$ cat src/rtl/spi3w_pkg.sv
package spi3w_pkg;

  // Direction flag carried in the first bit of every frame.
  typedef enum logic {
    DIR_WRITE = 1'b0,
    DIR_READ  = 1'b1
  } dir_e;

endpackage

$ cat src/rtl/spi3w_insync.sv
// Multi-bit synchroniser with a history stage for edge detection.
module spi3w_insync #(
  parameter int              W       = 4,
  parameter int              STAGES  = 2,
  parameter logic [W-1:0]    RST_VAL = '0
) (
  input  logic         clk,
  input  logic         rst_n,
  input  logic [W-1:0] d_i,
  output logic [W-1:0] q_o,
  output logic [W-1:0] rise_o,
  output logic [W-1:0] fall_o
);

  localparam int DEPTH = STAGES + 1;

  logic [W-1:0] chain_q [DEPTH];
  logic [W-1:0] chain_d [DEPTH];

  always_comb begin
    chain_d[0] = d_i;
    for (int s = 1; s < DEPTH; s++) begin
      chain_d[s] = chain_q[s-1];
    end
  end

  generate
    for (genvar s = 0; s < DEPTH; s++) begin : g_stage
      always_ff @(posedge clk or negedge rst_n) begin
        if (!rst_n) chain_q[s] <= RST_VAL;
        else        chain_q[s] <= chain_d[s];
      end
    end
  endgenerate

  assign q_o    = chain_q[STAGES-1];
  assign rise_o = chain_q[STAGES-1] & ~chain_q[STAGES];
  assign fall_o = ~chain_q[STAGES-1] & chain_q[STAGES];

endmodule

$ cat src/rtl/spi3w_regfile.sv
// Configuration byte store: one write port, one read port, parallel image.
module spi3w_regfile #(
  parameter int NREG = 48,
  parameter int AW   = 7,
  parameter int DW   = 8
) (
  input  logic               clk,
  input  logic               rst_n,
  input  logic               wr_en_i,
  input  logic [AW-1:0]      wr_addr_i,
  input  logic [DW-1:0]      wr_data_i,
  input  logic [AW-1:0]      rd_addr_i,
  output logic [DW-1:0]      rd_data_o,
  output logic [NREG*DW-1:0] regs_o
);

  localparam logic [AW-1:0] LAST_ADDR = AW'(NREG - 1);

  logic [DW-1:0] mem_q [NREG];
  logic [NREG-1:0] sel;

  generate
    for (genvar i = 0; i < NREG; i++) begin : g_reg
      assign sel[i] = wr_en_i && (wr_addr_i == AW'(i));

      always_ff @(posedge clk or negedge rst_n) begin
        if (!rst_n)      mem_q[i] <= '0;
        else if (sel[i]) mem_q[i] <= wr_data_i;
      end

      assign regs_o[i*DW +: DW] = mem_q[i];
    end
  endgenerate

  // Unimplemented addresses match no entry and therefore read as zero.
  always_comb begin
    rd_data_o = '0;
    for (int i = 0; i < NREG; i++) begin
      if (rd_addr_i == AW'(i)) rd_data_o = mem_q[i];
    end
  end

  AST_NO_STRAY_WRITE: assert property (@(posedge clk) disable iff (!rst_n)
    !wr_en_i |=> $stable(regs_o)) else $error("register changed without write");

  AST_OOR_WRITE_DROPPED: assert property (@(posedge clk) disable iff (!rst_n)
    (wr_en_i && (wr_addr_i > LAST_ADDR)) |=> $stable(regs_o)) else $error("out-of-range write landed");

  AST_ONE_REG_PER_WRITE: assert property (@(posedge clk) disable iff (!rst_n)
    $onehot0(sel)) else $error("write hit several registers");

endmodule

$ cat src/rtl/spi3w_frame.sv
// Frame sequencer: bit counting, header capture, write strobe, read turnaround.
module spi3w_frame
  import spi3w_pkg::*;
#(
  parameter int AW = 7,
  parameter int DW = 8
) (
  input  logic          clk,
  input  logic          rst_n,
  input  logic          act_i,
  input  logic          sclk_rise_i,
  input  logic          sclk_fall_i,
  input  logic          sdi_i,
  input  logic [DW-1:0] rd_data_i,
  output logic [AW-1:0] rd_addr_o,
  output logic          wr_en_o,
  output logic [AW-1:0] wr_addr_o,
  output logic [DW-1:0] wr_data_o,
  output logic          sdo_o,
  output logic          oe_o
);

  localparam int HDR = 1 + AW;
  localparam int FRM = HDR + DW;
  localparam int CW  = $clog2(FRM + 1);
  localparam int RXW = FRM - 1;

  localparam logic [CW-1:0] C_HDR  = CW'(HDR);
  localparam logic [CW-1:0] C_FRM  = CW'(FRM);
  localparam logic [CW-1:0] C_LAST = CW'(FRM - 1);

  logic [CW-1:0]  cnt_q,  cnt_d;
  logic [RXW-1:0] rx_q,   rx_d;
  logic [DW-1:0]  tx_q,   tx_d;
  logic           oe_q,   oe_d;
  logic           wr_en;

  // Next-state logic
  always_comb begin
    cnt_d = cnt_q;
    rx_d  = rx_q;
    tx_d  = tx_q;
    oe_d  = oe_q;
    wr_en = 1'b0;
    if (!act_i) begin
      cnt_d = '0;
      oe_d  = 1'b0;
    end else begin
      if (sclk_rise_i && (cnt_q < C_FRM)) begin
        rx_d  = {rx_q[RXW-2:0], sdi_i};
        cnt_d = cnt_q + 1'b1;
        if ((cnt_q == C_LAST) && (dir_e'(rx_q[RXW-1]) == DIR_WRITE)) wr_en = 1'b1;
      end
      if (sclk_fall_i) begin
        if ((cnt_q == C_HDR) && (dir_e'(rx_q[AW]) == DIR_READ)) begin
          oe_d = 1'b1;
          tx_d = rd_data_i;
        end else if (oe_q && (cnt_q > C_HDR) && (cnt_q < C_FRM)) begin
          tx_d = {tx_q[DW-2:0], 1'b0};
        end
      end
    end
  end

  // Registers
  always_ff @(posedge clk or negedge rst_n) begin
    if (!rst_n) begin
      cnt_q <= '0;
      rx_q  <= '0;
      tx_q  <= '0;
      oe_q  <= 1'b0;
    end else begin
      cnt_q <= cnt_d;
      rx_q  <= rx_d;
      tx_q  <= tx_d;
      oe_q  <= oe_d;
    end
  end

  assign rd_addr_o = rx_q[AW-1:0];
  assign wr_en_o   = wr_en;
  assign wr_addr_o = rx_q[RXW-2 -: AW];
  assign wr_data_o = {rx_q[DW-2:0], sdi_i};
  assign sdo_o     = tx_q[DW-1];
  assign oe_o      = oe_q;

  AST_OE_RELEASE: assert property (@(posedge clk) disable iff (!rst_n)
    !act_i |=> !oe_q) else $error("output enable held outside frame");

  AST_OE_AT_TURNAROUND: assert property (@(posedge clk) disable iff (!rst_n)
    $rose(oe_q) |-> ($past(sclk_fall_i) && ($past(cnt_q) == C_HDR))) else $error("turnaround at wrong edge");

  AST_TX_ON_FALL_ONLY: assert property (@(posedge clk) disable iff (!rst_n)
    (oe_q && !sclk_fall_i) |=> $stable(tx_q)) else $error("read data moved off a falling edge");

  AST_CNT_BOUND: assert property (@(posedge clk) disable iff (!rst_n)
    cnt_q <= C_FRM) else $error("bit counter overran frame");

  AST_WR_IN_FRAME: assert property (@(posedge clk) disable iff (!rst_n)
    wr_en |-> (act_i && !oe_q)) else $error("write strobe outside write frame");

endmodule

$ cat src/rtl/spi3w_regslave.sv
// Top level: reset synchroniser, input resynchronisation, frame logic, registers.
module spi3w_regslave #(
  parameter int NREG        = 48,
  parameter int AW          = 7,
  parameter int DW          = 8,
  parameter int SYNC_STAGES = 2
) (
  input  logic               clk,
  input  logic               rst_n,
  input  logic               bus_en_n,
  input  logic               csb,
  input  logic               sclk,
  input  logic               sdio_in,
  output logic               sdio_out,
  output logic               sdio_oe,
  output logic [NREG*DW-1:0] cfg_regs
);

  localparam int NIN   = 4;
  localparam int B_EN  = 3;
  localparam int B_CSB = 2;
  localparam int B_CLK = 1;
  localparam int B_DAT = 0;

  // Asynchronous assertion, synchronous release of the reset.
  logic [1:0] rst_pipe_q;
  logic       rst_sync_n;

  always_ff @(posedge clk or negedge rst_n) begin
    if (!rst_n) rst_pipe_q <= 2'b00;
    else        rst_pipe_q <= {rst_pipe_q[0], 1'b1};
  end
  assign rst_sync_n = rst_pipe_q[1];

  logic [NIN-1:0] pins, pins_s, pins_rise, pins_fall;
  assign pins = {bus_en_n, csb, sclk, sdio_in};

  spi3w_insync #(
    .W       (NIN),
    .STAGES  (SYNC_STAGES),
    .RST_VAL (4'b1100)
  ) i_insync (
    .clk    (clk),
    .rst_n  (rst_sync_n),
    .d_i    (pins),
    .q_o    (pins_s),
    .rise_o (pins_rise),
    .fall_o (pins_fall)
  );

  logic          act;
  logic [AW-1:0] rd_addr, wr_addr;
  logic [DW-1:0] rd_data, wr_data;
  logic          wr_en;

  assign act = !pins_s[B_EN] && !pins_s[B_CSB];

  spi3w_frame #(
    .AW (AW),
    .DW (DW)
  ) i_frame (
    .clk         (clk),
    .rst_n       (rst_sync_n),
    .act_i       (act),
    .sclk_rise_i (pins_rise[B_CLK]),
    .sclk_fall_i (pins_fall[B_CLK]),
    .sdi_i       (pins_s[B_DAT]),
    .rd_data_i   (rd_data),
    .rd_addr_o   (rd_addr),
    .wr_en_o     (wr_en),
    .wr_addr_o   (wr_addr),
    .wr_data_o   (wr_data),
    .sdo_o       (sdio_out),
    .oe_o        (sdio_oe)
  );

  spi3w_regfile #(
    .NREG (NREG),
    .AW   (AW),
    .DW   (DW)
  ) i_regfile (
    .clk       (clk),
    .rst_n     (rst_sync_n),
    .wr_en_i   (wr_en),
    .wr_addr_i (wr_addr),
    .wr_data_i (wr_data),
    .rd_addr_i (rd_addr),
    .rd_data_o (rd_data),
    .regs_o    (cfg_regs)
  );

  AST_DISABLED_NO_WRITE: assert property (@(posedge clk) disable iff (!rst_sync_n)
    pins_s[B_EN] |=> $stable(cfg_regs)) else $error("register written while disabled");

  AST_DISABLED_NO_DRIVE: assert property (@(posedge clk) disable iff (!rst_sync_n)
    $past(pins_s[B_EN]) |-> !sdio_oe) else $error("line driven while disabled");

endmodule

$ cat config.mk
export PLATFORM = sky130hd
export DESIGN_NAME = spi3w_regslave
export DESIGN_NICKNAME = d
export VERILOG_FILES = /design/src/rtl/spi3w_pkg.sv /design/src/rtl/spi3w_insync.sv /design/src/rtl/spi3w_regfile.sv /design/src/rtl/spi3w_frame.sv /design/src/rtl/spi3w_regslave.sv
export SDC_FILE = /design/constraint.sdc
export NUM_CORES = 1
export LEC_CHECK = 0
export BUFFER_PORTS_ARGS = -buffer_cell sky130_fd_sc_hd__buf_2
export CORE_UTILIZATION = 40
export CTS_CLUSTER_DIAMETER = 80
export DETAILED_ROUTE_END_ITERATION = 12
export PLACE_DENSITY = 0.64
export SYNTH_ARGS = -nofsm -noshare
export SYNTH_HDL_FRONTEND = slang
export SYNTH_HIERARCHICAL = 1
export SYNTH_SLANG_ARGS = --single-unit
$ cat constraint.sdc
create_clock -name clk -period 40.2 [get_ports clk]
set_input_delay 8.04 -clock clk [delete_from_list [all_inputs] [get_ports clk]]
set_output_delay 8.04 -clock clk [all_outputs]
set_load 0.05 [all_outputs]
### After elaboration in Yosys (flattened, before gate mapping)

Cells that the tools add are included.

* flip-flop bits (word level): 425
* logic and storage cells: 283
* output and inout port bits: 386

* reduce and logical (&&, ||, !) cells: 62
* muxes and demuxes: 58
* order comparisons: 2
* bitwise operators: 5
* add/subtract/negate cells: 1
* equality and inequality tests: 99

Operators with widths (number)
* 8-bit 2-to-1 mux: 50
* 7-bit by 5-bit equality test with 1-bit output (second input constant): 32
* 7-bit by 6-bit equality test with 1-bit output (second input constant): 32
* 7-bit by 4-bit equality test with 1-bit output (second input constant): 16
* 7-bit by 3-bit equality test with 1-bit output (second input constant): 8
* 1-bit logical AND: 54
* 7-bit by 2-bit equality test with 1-bit output (second input constant): 4
* 7-bit by 1-bit equality test with 1-bit output (second input constant): 2
* 7-bit zero test: 2
* 5-bit by 4-bit equality test with 1-bit output (second input constant): 2
* 5-bit 2-to-1 mux: 2
* 1-bit 2-to-1 mux: 6
* 2-bit inequality test (second input constant): 3
* 5-bit by 1-bit adder with 5-bit output (second input constant): 1
* 5-bit by 4-bit > comparator with 1-bit output (second input constant): 1
* 5-bit < comparator (second input constant): 1
* 2-bit AND: 2
* 2-bit inverter: 2
* 2-bit AND reduction: 2
* 3-bit AND reduction: 1
* 1-bit zero test: 2
* 2-bit nonzero test: 1
* 1-bit inverter: 1

### Logic depth before layout (Yosys ltp)

Gate-level depths: netlist of the first run.

* depth after elaboration: 50
* depth in mapped cells: 15
* mapped depth without buffers: 10

### Cells and area by module

Netlist of the first run, hierarchy kept.

By module, submodules not included
* spi3w_regfile: area an instance 19321.0 um^2, cells an instance 1638, instances 1
* spi3w_frame: area an instance 1418.9 um^2, cells an instance 118, instances 1
* spi3w_insync: area an instance 407.9 um^2, cells an instance 24, instances 1
* spi3w_regslave: area an instance 57.6 um^2, cells an instance 4, instances 1

### Worst setup path before layout of the first run

OpenSTA, ideal clock, no wires.

* path kind: flip-flop to output port
* start: reg i_regfile.mem_q, in the netlist i_regfile/regs_o[374]
* end: out cfg_regs[374]
* arrival time: 0.642 ns
* buffers on the path: 0
* stages on the path, launching flop included: 1
* setup slack: 31.518 ns
* cells stage by stage: dfrtp_1

RTL lines
* from (decl): line spi3w_regfile.sv:19 `logic [DW-1:0] mem_q [NREG];`
* from (signal, indexed assignment): line spi3w_regfile.sv:28 `else if (sel[i]) mem_q[i] <= wr_data_i;`
* to (decl): line spi3w_regslave.sv:16 `output logic [NREG*DW-1:0] cfg_regs`

No word-level cell between the ends.

### Final worst setup path of the first run

* start: reg i_regfile.mem_q, in the netlist i_regfile/regs_o[232]
* end: out cfg_regs[232]

No word-level cell between the ends.

==> results by group, run 1 <==
Detailed routing
  • Final WL: a little over 90000 µm
  • Vias per cell: 6.348
  • Detail Route Antenna Nets: 0
  • Drt pass-1 iters: 7
  • Drc violations: 0
  • Vias post-DR: 17830
  • Initial DRC count: 2332
  • Drt wl/cell: 32.25 µm

Final layout
  • Area grow syn2layout: 18.40%
  • Final nets: 2108
  • Antenna cells: 0
  • Register area: 10640 µm²
  • Layout cells sized above 1: a little under half
  • Multi-input logic area: 9540 µm²
  • Fin area: approximately 25000 µm²
  • Fill count: 4793

STA
  • WHS: about 350 ps
  • Fmax: 0.1047 GHz
  • RSZ-0062 raised after global routing: no
  • Final Worst Setup Slack: between 30000 and 40000 ps
  • Relative slew slack: 21.56%
  • Setup_tns: 0 ps
  • Final setup fails: 0
  • Tightest Pin Transition: 1177 ps
  • Skew final: around 14 ps
  • Slew Viols, Final: 0
  • Period utilization: between 20% and 30%
  • Final hold violation count: 0
  • Minimum clock period: 9556 ps

Synthesis
  • Mean post-synth cell area: 11.88 µm²
  • Syn. warnings: 6
  • Synth Cell Area: 21070 µm²
  • Syn Nets: 1783
  • Syn Inst Count: 1774

Clocking
  • Post CTS Setup Buffer Count: 0
  • Hold_buf cts: 0
  • Total CTS buffers: 45
  • Latest clock arrival within the worst-skew pair: 580 ps
  • CTS Root Cell: clkbuf_16
  • H-Tree Depth: 2
  • TritonCTS clock tree: built
  • Clk sinks: 424
  • Clock transition at the registers of the reported paths: 60 ps
  • Post-CTS sizing: 0
  • Clock Path Buffers: 3

Critical path
  • Crit-path max cell delay: 590 ps
  • Worst EP arrival: 1520 ps
  • Crit-path slowest cell: dfrtp_1
  • Critical Path End Type: primary output
  • Buf+Inv Stages, Crit Path: 1
  • CP Launch Type: flop
  • Crit Path Category: flop to primary output
  • Family with the most delay on the worst path: flip-flops
  • Critical Path Fanout Max: 4
  • Worst EP required: 32160 ps
  • Crit-path cells: buf_2

Floorplan
  • Core area: 51720 µm²
  • Starting Density: approximately 41%
  • Row count: 83
  • # IOs: 392
  • Die X: 231.5 µm
  • Die footprint: 53590 µm²
  • Die Span Y: 231.5 µm

Pwr
  • Leakage: between 10 and 15 nW
  • Pwr per Cell Area: slightly below 50 nW/µm²
  • VDD IR max: 0.00002674 V

GRT
  • Largest net degree at the start of global routing: 163
  • Vias in the first global route: 17100
  • Grt ovf: 0
  • Global-route wire length before repair: between 100000 and 150000 µm
  • Antenna violations before repair: 1
  • Overall routing resource usage: 33.24%

Placed design
  • Placed cell area: 23360 µm²
  • Placer Congestion: 0.9688
  • IO buf count: roughly 390
  • DP HPWL: 64220 µm
  • Worst Setup Slack post-DPL: 31290 ps

Flow run
  • Max Cap Viol: 0

Worst hold path
  • Worst hold-check path type: flop to flop

Outcome
  • Status: complete, no violations
-- metrics by stage --
stage	power [mW]	util [%]	cells
after floorplan	0.6268	-	1774
after global placement	0.7356	45.16	2732
after detailed placement	0.7361	45.16	2732
after CTS	1.190	48.23	2809
after global routing	1.224	48.23	2809
final	1.200	48.23	2809
-- layer usage --
| metal | vias to the layer above | GRT usage [%] | share of wire [%] |
|---|---|---|---|
| li1 | 7231 | - | - |
| met1 | 9224 | 46.07 | 40 |
| met2 | 1153 | 47.87 | 43 |
| met3 | 222 | 9.080 | 11 |
| met4 | 2 | 15.73 | 5.0 |
| met5 | - | 0 | 0.014 |
-- worst paths after layout --
check	from	to	slack, ps	cells after the start
setup / recovery	i_regfile/regs_o[232]$_DFFE_PN0P_	cfg_regs[232]	30640	1
setup reg to reg	i_frame/rx_q[0]$_DFFE_PN0P_	i_frame/tx_q[0]$_DFFE_PN0P_	35000	11
hold / removal	i_insync/chain_d[4]$_DFF_PN0_	i_insync/q_o[0]$_DFF_PN0_	350	0
max in group asynchronous	rst_n	rst_pipe_q[1]$_DFF_PN0_	32860	1
hold reg to reg	i_insync/chain_d[4]$_DFF_PN0_	i_insync/q_o[0]$_DFF_PN0_	350	0
min in group asynchronous	rst_pipe_q[1]$_DFF_PN0_	i_regfile/regs_o[22]$_DFFE_PN0P_	380	0
-- where the power goes --
group / total, mW / internal, mW / switching, mW
clock network: 0.457 / 0.279 / 0.178
registers: 0.460 / 0.430 / 0.0300
logic: 0.283 / 0.0719 / 0.211
total: 1.20 / 0.781 / 0.419
-- flip-flops by register name, summed over array words and instances (netlist names) --
| register | cells |
|---|---|
| i_frame/cnt_q | 5 |
| i_insync/q_o | 4 |
| i_frame/rx_q | 15 |
| i_frame/oe_o | 1 |
| i_insync/chain_d | 4 |
| i_insync/chain_q | 1 |
| rst_pipe_q | 2 |
| i_regfile/regs_o | 384 |
| i_frame/tx_q | 8 |
-- placed cells by master, fill, tap and decap left out, drive strengths merged, types with 7 or more instances in the layout --
cell type / instances
a211oi: 20
a21oi: 81
a221oi: 8
a22o: 8
a22oi: 18
a2bb2oi: 8
a31oi: 12
and2: 7
buf: 431
bufinv: 9
clkbuf: 63
dfrtp: 420
inv: 13
mux2: 411
mux2i: 26
mux4: 7
nand2: 88
nand2b: 12
nand3: 22
nand4: 11
nor2: 88
nor2b: 20
nor3: 29
o211ai: 13
o21a: 7
o21ai: 98
o221ai: 12
o22ai: 47
o31ai: 9
-- layout make-up --
type / instances / share of cell area [%]
repair buffers: 431 / 9.099
clock buffers: 63 / 5.146
flip-flops and latches: 424 / 42.65
inverters: 15 / 0.2257
clock inverters: 14 / 1.224
multi-input cells: 1182 / 38.25
well taps: 680 / 3.411
No activity file was read; power rests on OpenSTA's default activity.
==> run 2: changes to the inputs <==
Settings changed: ABC_AREA set to 1, PLACE_DENSITY 0.64 to 0.67.
Clock period 40.2 ns to 8.5 ns, I/O delays scaled along.
==> results by group, run 2 <==
STA
  • Tightest Pin Transition: 1390 ps (+213.4 ps)
  • Minimum clock period: ~4800 ps
  • Slew Viols, Final: 0 (unchanged)
  • Final Worst Setup Slack: 3710 ps (-26930 ps)
  • RSZ-0062 raised after global routing: no
  • Setup_tns: 0 ps (unchanged)
  • Skew final: 17.35 ps (+3.308 ps)
  • Final setup fails: 0 (unchanged)
  • Relative slew slack: 6.485% (-15 points)
  • Final hold violation count: 0 (unchanged)
  • Period utilization: 56.35%
  • Fmax: ~0.21 GHz

Floorplan
  • Die footprint: 48870 µm² (-8.8%)
  • Core area: 46950 µm² (-9.2%)
  • Row count: 79 (-4.8%)
  • # IOs: 392 (unchanged)
  • Starting Density: 40.89% (+0.15 points)
  • Die Span Y: 221.1 µm (-4.5%)
  • Die X: 221.1 µm (-4.5%)

Final layout
  • Layout cells sized above 1: 19.85% (-26 points)
  • Most frequent cells in the layout: 832 x nand2_1, 426 x o21ai_0, 419 x dfrtp_1
  • Layout Utilization: 49.14% (+0.91 points)
  • Antenna cells: 0 (unchanged)
  • Max FFs per register: 384 (unchanged)
  • Area grow syn2layout: 20.18%
  • Layout Cells excl Fill: 3353 (+19%)
  • Commonest non-fill, non-tap cell in the layout: nand2_1
  • Final nets: 2718 (+29%)

Detailed routing
  • Final WL: 77470 µm (-14%)
  • Drt pass-1 iters: 6 (-1)
  • Vias per cell: 5.537 (-13%)
  • WL met2: 35940 µm (-8.2%)
  • Met1 WL: 30560 µm (-16%)
  • Detail Route Antenna Nets: 0 (unchanged)
  • Initial DRC count: 2220 (-4.8%)
  • Met3 wire len: 7389 µm (-28%)
  • Vias post-DR: 18560 (+4.1%)
  • Max layer used: met4
  • Drt wl/cell: 23.11 µm (-28%)
  • Drc violations: 0 (unchanged)

Pwr
  • VDD IR max: 0.0001544 V (+480%)
  • Leakage: 11.55 nW (-9.5%)
  • Pwr per Cell Area: 204.1 nW/µm² (+320%)
  • Sequential Power Share: 44.2% (+5.9 points)
  • Tot Pwr: 4.709 mW (+290%)
  • Sw Ratio: 28.94% (-6.0 points)
  • Combinational share of power: 12.0% (-12 points)
  • Sw power: 1.363 mW (+230%)
  • Clock power frac: 43.8% (+5.7 points)
  • Cell Int Power: 3.346 mW (+330%)

Critical path
  • Crit Path Category: flop to flop
  • Worst EP arrival: 5270 ps (+3750 ps)
  • FF-to-FF Start: i_frame/rx_q[6]$_DFFE_PN0P_
  • Crit-path max cell delay: 730 ps (+140 ps)
  • Critical Path Fanout Max: 16 (+12)
  • Crit-path slowest cell: nor2_1
  • Worst EP required: 8980 ps (-23180 ps)
  • CP Launch Type: flop
  • Critical Path End Type: flop
  • Worst Setup SP: i_frame/rx_q[6]$_DFFE_PN0P_
  • Crit path top cell by count: nand2_1

Worst hold path
  • Hold path start: rst_pipe_q[0]$_DFF_PN0_
  • Worst hold-check path type: flop to flop

Clocking
  • Post CTS Setup Buffer Count: 0 (unchanged)
  • Post-CTS sizing: 0 (unchanged)
  • Total CTS buffers: 47 (+4.4%)
  • Clock transition at the registers of the reported paths: 60 ps (about the same)
  • Clock Path Buffers: 3 (unchanged)
  • Clk sinks: 424 (unchanged)
  • CTS Root Cell: clkbuf_16
  • TritonCTS clock tree: built
  • Latest clock arrival within the worst-skew pair: 580 ps (about the same)
  • H-Tree Depth: 2 (unchanged)
  • Hold_buf cts: 0 (unchanged)

GRT
  • Global-route wire length before repair: 115300 µm (-10%)
  • Grt ovf: 0 (unchanged)
  • Overall routing resource usage: 31.39% (-1.8 points)
  • Vias in the first global route: 17640 (+3.1%)
  • Antenna violations before repair: 1 (unchanged)
  • Largest net degree at the start of global routing: 161 (-1.2%)

Flow run
  • Max Cap Viol: 0 (unchanged)

Synthesis
  • Synth Cell Area: 19200 µm² (-8.9%)
  • Syn Nets: 2383 (+34%)
  • Syn. warnings: 6 (unchanged)
  • Mean post-synth cell area: 8.086 µm² (-32%)
  • Syn Inst Count: 2374 (+34%)

Placed design
  • DP Cell Count: 3267 (+20%)
  • Placer Congestion: 0.9482 (-2.1%)
  • IO buf count: 391 (unchanged)
  • Worst Setup Slack post-DPL: 3784 ps (-27510 ps)
  • DP HPWL: 57350 µm (-11%)

Outcome
  • Status: complete, no violations
-- run 2: per-layer routing --
layer  GRT usage (%)  vias up
li1                -     8366
met1           40.56     8976
met2           49.79     1021
met3           7.622      201
met4           14.62        0
met5               0        -
-- run 2: layout make-up --
type / count / area (µm²)
multi-input combinational: 1655 / 7391
clock buffer: 66 / 1328
clock inverter: 20 / 217.7
fill: 4447 / 23880
tap: 607 / 759.5
timing repair buffer: 411 / 2120
inverter: 170 / 638.1
sequential: 424 / 10620
-- run 2: path summary, 6_finish.rpt --
path / depth (start not counted) / slack, ps / endpoint
setup reg to reg: 28 / 3710 / i_frame/tx_q[1]$_DFFE_PN0P_
hold / removal: 0 / 350 / rst_pipe_q[1]$_DFF_PN0_
hold reg to reg: 0 / 350 / rst_pipe_q[1]$_DFF_PN0_
setup / recovery: 28 / 3710 / i_frame/tx_q[1]$_DFFE_PN0P_
min in group asynchronous: 0 / 400 / i_regfile/regs_o[259]$_DFFE_PN0P_
max in group asynchronous: 2 / 5810 / i_regfile/regs_o[174]$_DFFE_PN0P_
-- run 2: worst max-delay path: cells and delay by family (launching register included) --
family / cells / cell delay, ps
AO/OA/AOI/OAI: 1 / 130
buffers and inverters: 4 / 810
AND/OR/NAND/NOR: 23 / 3300
flip-flops: 1 / 430
-- run 2: metrics by stage --
stage | cell area, µm² | hold slack [ps]
4_1_cts | 23070 | 348.2
6_report | 23070 | 347.2
5_1_grt | 23070 | 355.8
3_3_place_gp | 21500 | 333.7
2_1_floorplan | 19200 | 331.1
3_5_place_dp | 21530 | 334.7
-- run 2: power groups by stage --
| stage | Combinational [mW] | Clock [mW] | Sequential (mW) |
|---|---|---|---|
| after CTS | 0.555 | 2.09 | 2.08 |
| after global routing | 0.604 | 2.18 | 2.08 |
| after floorplan | 0.346 | 0 | 2.12 |
| final | 0.564 | 2.06 | 2.08 |
| after global placement | 0.545 | 0 | 2.11 |
| after detailed placement | 0.553 | 0 | 2.12 |
==> run 3: changes to the inputs <==
Settings changed: PLACE_DENSITY 0.67 to 0.64.
Clock period 8.5 ns to 5 ns, I/O delays scaled along.
==> results by group, run 3 (synthesis results as in run 2) <==
STA
  • Period utilization: 88.24% (+32 points)
  • Final setup fails: 0 (unchanged)
  • Setup_tns: 0 ps (unchanged)
  • Slew Viols, Final: 0 (unchanged)
  • Minimum clock period: 4412 ps (-377.8 ps)
  • RSZ-0062 raised after global routing: no
  • Skew final: 16.67 ps (-0.6790 ps)
  • Relative slew slack: 15.27% (+8.8 points)
  • Final hold violation count: 0 (unchanged)
  • Fmax: 0.2266 GHz (+8.6%)
  • Tightest Pin Transition: 1270 ps (-120.4 ps)

Critical path
  • CP Launch Type: flop
  • Crit-path slowest cell: dfrtp_1
  • RR Endpoint: i_frame/tx_q[1]$_DFFE_PN0P_
  • Crit-path max cell delay: 430 ps (-300 ps)
  • Critical Path End Type: flop
  • Crit Path Category: flop to flop
  • Worst EP required: 5480 ps (-3500 ps)
  • Reg2Reg Setup Slack: 590 ps (-3120 ps)
  • R2R cell count: 31 (+11%)
  • FF-to-FF Start: i_frame/rx_q[6]$_DFFE_PN0P_
  • Crit path top cell by count: nand2_1
  • Worst EP arrival: 4890 ps (-380 ps)
  • Critical Path Fanout Max: 7 (-9)

Flow run
  • Max Cap Viol: 0 (unchanged)

GRT
  • Global-route wire length before repair: 114400 µm (-0.78%)
  • Met2 GRT Util: 50.65% (+0.87 points)
  • Largest net degree at the start of global routing: 106 (-34%)
  • Grt ovf: 0 (unchanged)
  • Antenna violations before repair: 1 (unchanged)
  • GR Layer Usage met3: 7.197% (-0.42 points)
  • Vias in the first global route: 17770 (+0.77%)
  • Busiest grt layer: met2
  • Overall routing resource usage: 31.17% (-0.22 points)
  • Grt met1 use: 40.08% (-0.48 points)

Floorplan
  • Core area: 46950 µm² (unchanged)
  • Row count: 79 (unchanged)
  • Starting Density: 40.89% (unchanged)
  • Die footprint: 48870 µm² (unchanged)
  • # IOs: 392 (unchanged)
  • Die X: 221.1 µm (unchanged)
  • Die Span Y: 221.1 µm (unchanged)

Placed design
  • Placer Congestion: 0.9822 (+3.6%)
  • DP HPWL: 56100 µm (-2.2%)
  • IO buf count: 391 (unchanged)
  • Placed cell area: 21680 µm² (+0.73%)

Pwr
  • Tot Pwr: 7.929 mW (+68%)
  • VDD IR max: 0.0002277 V (+47%)
  • Leakage: 11.60 nW (+0.50%)
  • Pwr per Cell Area: 342.2 nW/µm² (+68%)

Detailed routing
  • Drc violations: 0 (unchanged)
  • Final WL: 76740 µm (-0.95%)
  • Vias per cell: 5.496 (-0.73%)
  • Initial DRC count: 1898 (-15%)
  • Drt wl/cell: 22.82 µm (-1.2%)
  • Drt pass-1 iters: 8 (+2)
  • Vias post-DR: 18480 (-0.46%)
  • Detail Route Antenna Nets: 0 (unchanged)

Final layout
  • Max FFs per register: 384 (unchanged)
  • Final nets: 2734 (+0.59%)
  • Most frequent cells in the layout: 832 x nand2_1, 426 x o21ai_0, 419 x dfrtp_1
  • Layout cells sized above 1: 20.18% (+0.33 points)
  • Antenna cells: 0 (unchanged)
  • Fin area: 23170 µm² (+0.42%)
  • Commonest non-fill, non-tap cell in the layout: nand2_1
  • Area grow syn2layout: 20.69%

Clocking
  • Post CTS Setup Buffer Count: 0 (unchanged)
  • CTS Root Cell: clkbuf_16
  • Clk sinks: 424 (unchanged)
  • Hold_buf cts: 0 (unchanged)
  • TritonCTS clock tree: built
  • Clock Path Buffers: 3 (unchanged)
  • H-Tree Depth: 2 (unchanged)
  • Total CTS buffers: 47 (unchanged)
  • Latest clock arrival within the worst-skew pair: 590 ps (about the same)
  • Post-CTS sizing: 0 (unchanged)
  • Clock transition at the registers of the reported paths: 60 ps (about the same)

Outcome
  • Status: complete, no violations

Worst hold path
  • Worst hold-check path type: primary input to async pin
## run 3: changes by cell type in the layout (fill, tap and decap cells not counted), sizes merged
| cell | change |
|---|---|
| bufinv | -1 |
| buf | +16 |
| clkinv | -6 |
## run 3: per-stage QoR
step	instances	worst slack [ps]	utilization, %	hold slack, ps
final	3362	587.8	49.35	191.0
after global routing	3362	193.0	49.35	172.2
after CTS	3362	708.7	49.35	164.6
after detailed placement	3283	714.8	46.19	337.8
after global placement	3283	782.1	46.19	336.2
after floorplan	2374	845.5	-	331.2
## run 3: cell type report
| class | count | area, µm² |
|---|---|---|
| fill | 4543 | 23780 |
| sequential | 424 | 10620 |
| multi-input combinational | 1655 | 7403 |
| timing repair buffer | 427 | 2265 |
| clock buffer | 66 | 1328 |
| tap | 607 | 759.5 |
| inverter | 170 | 638.1 |
| clock inverter | 13 | 156.4 |
## run 3: worst max path at each step
stage	startpoint	endpoint	slack, ps	cells after the start
detailed placement	i_frame/rx_q[6]$_DFFE_PN0P_	i_frame/tx_q[1]$_DFFE_PN0P_	710	31
finish	i_frame/rx_q[6]$_DFFE_PN0P_	i_frame/tx_q[1]$_DFFE_PN0P_	590	31
global route	i_frame/rx_q[6]$_DFFE_PN0P_	i_frame/tx_q[1]$_DFFE_PN0P_	190	31
global placement	i_frame/rx_q[6]$_DFFE_PN0P_	i_frame/tx_q[1]$_DFFE_PN0P_	780	31
CTS	i_frame/rx_q[6]$_DFFE_PN0P_	i_frame/tx_q[1]$_DFFE_PN0P_	710	31
floorplan	rst_pipe_q[1]$_DFF_PN0_	i_frame/cnt_q[0]$_DFFE_PN0P_	850	0
## run 3: where the power goes
group	internal, mW	total, mW	switching, mW	leakage [nW]
sequential	3.47	3.54	0.0671	5.87
clock	2.00	3.43	1.44	0.730
combinational	0.166	0.960	0.794	5.01
total	5.63	7.93	2.30	11.6
## run 3: critical path, delay by kind of cell (launching register included)
family	cells	cell delay [ps]
simple gates	30	3780
flops	1	430
buf+inv	1	100
## run 3: per-layer routing
metal / share of wire (%) / wire [µm]
met2: 47 / 35920
met5: 0 / 0
met3: 9.2 / 7062
met1: 40 / 30780
met4: 3.9 / 2969
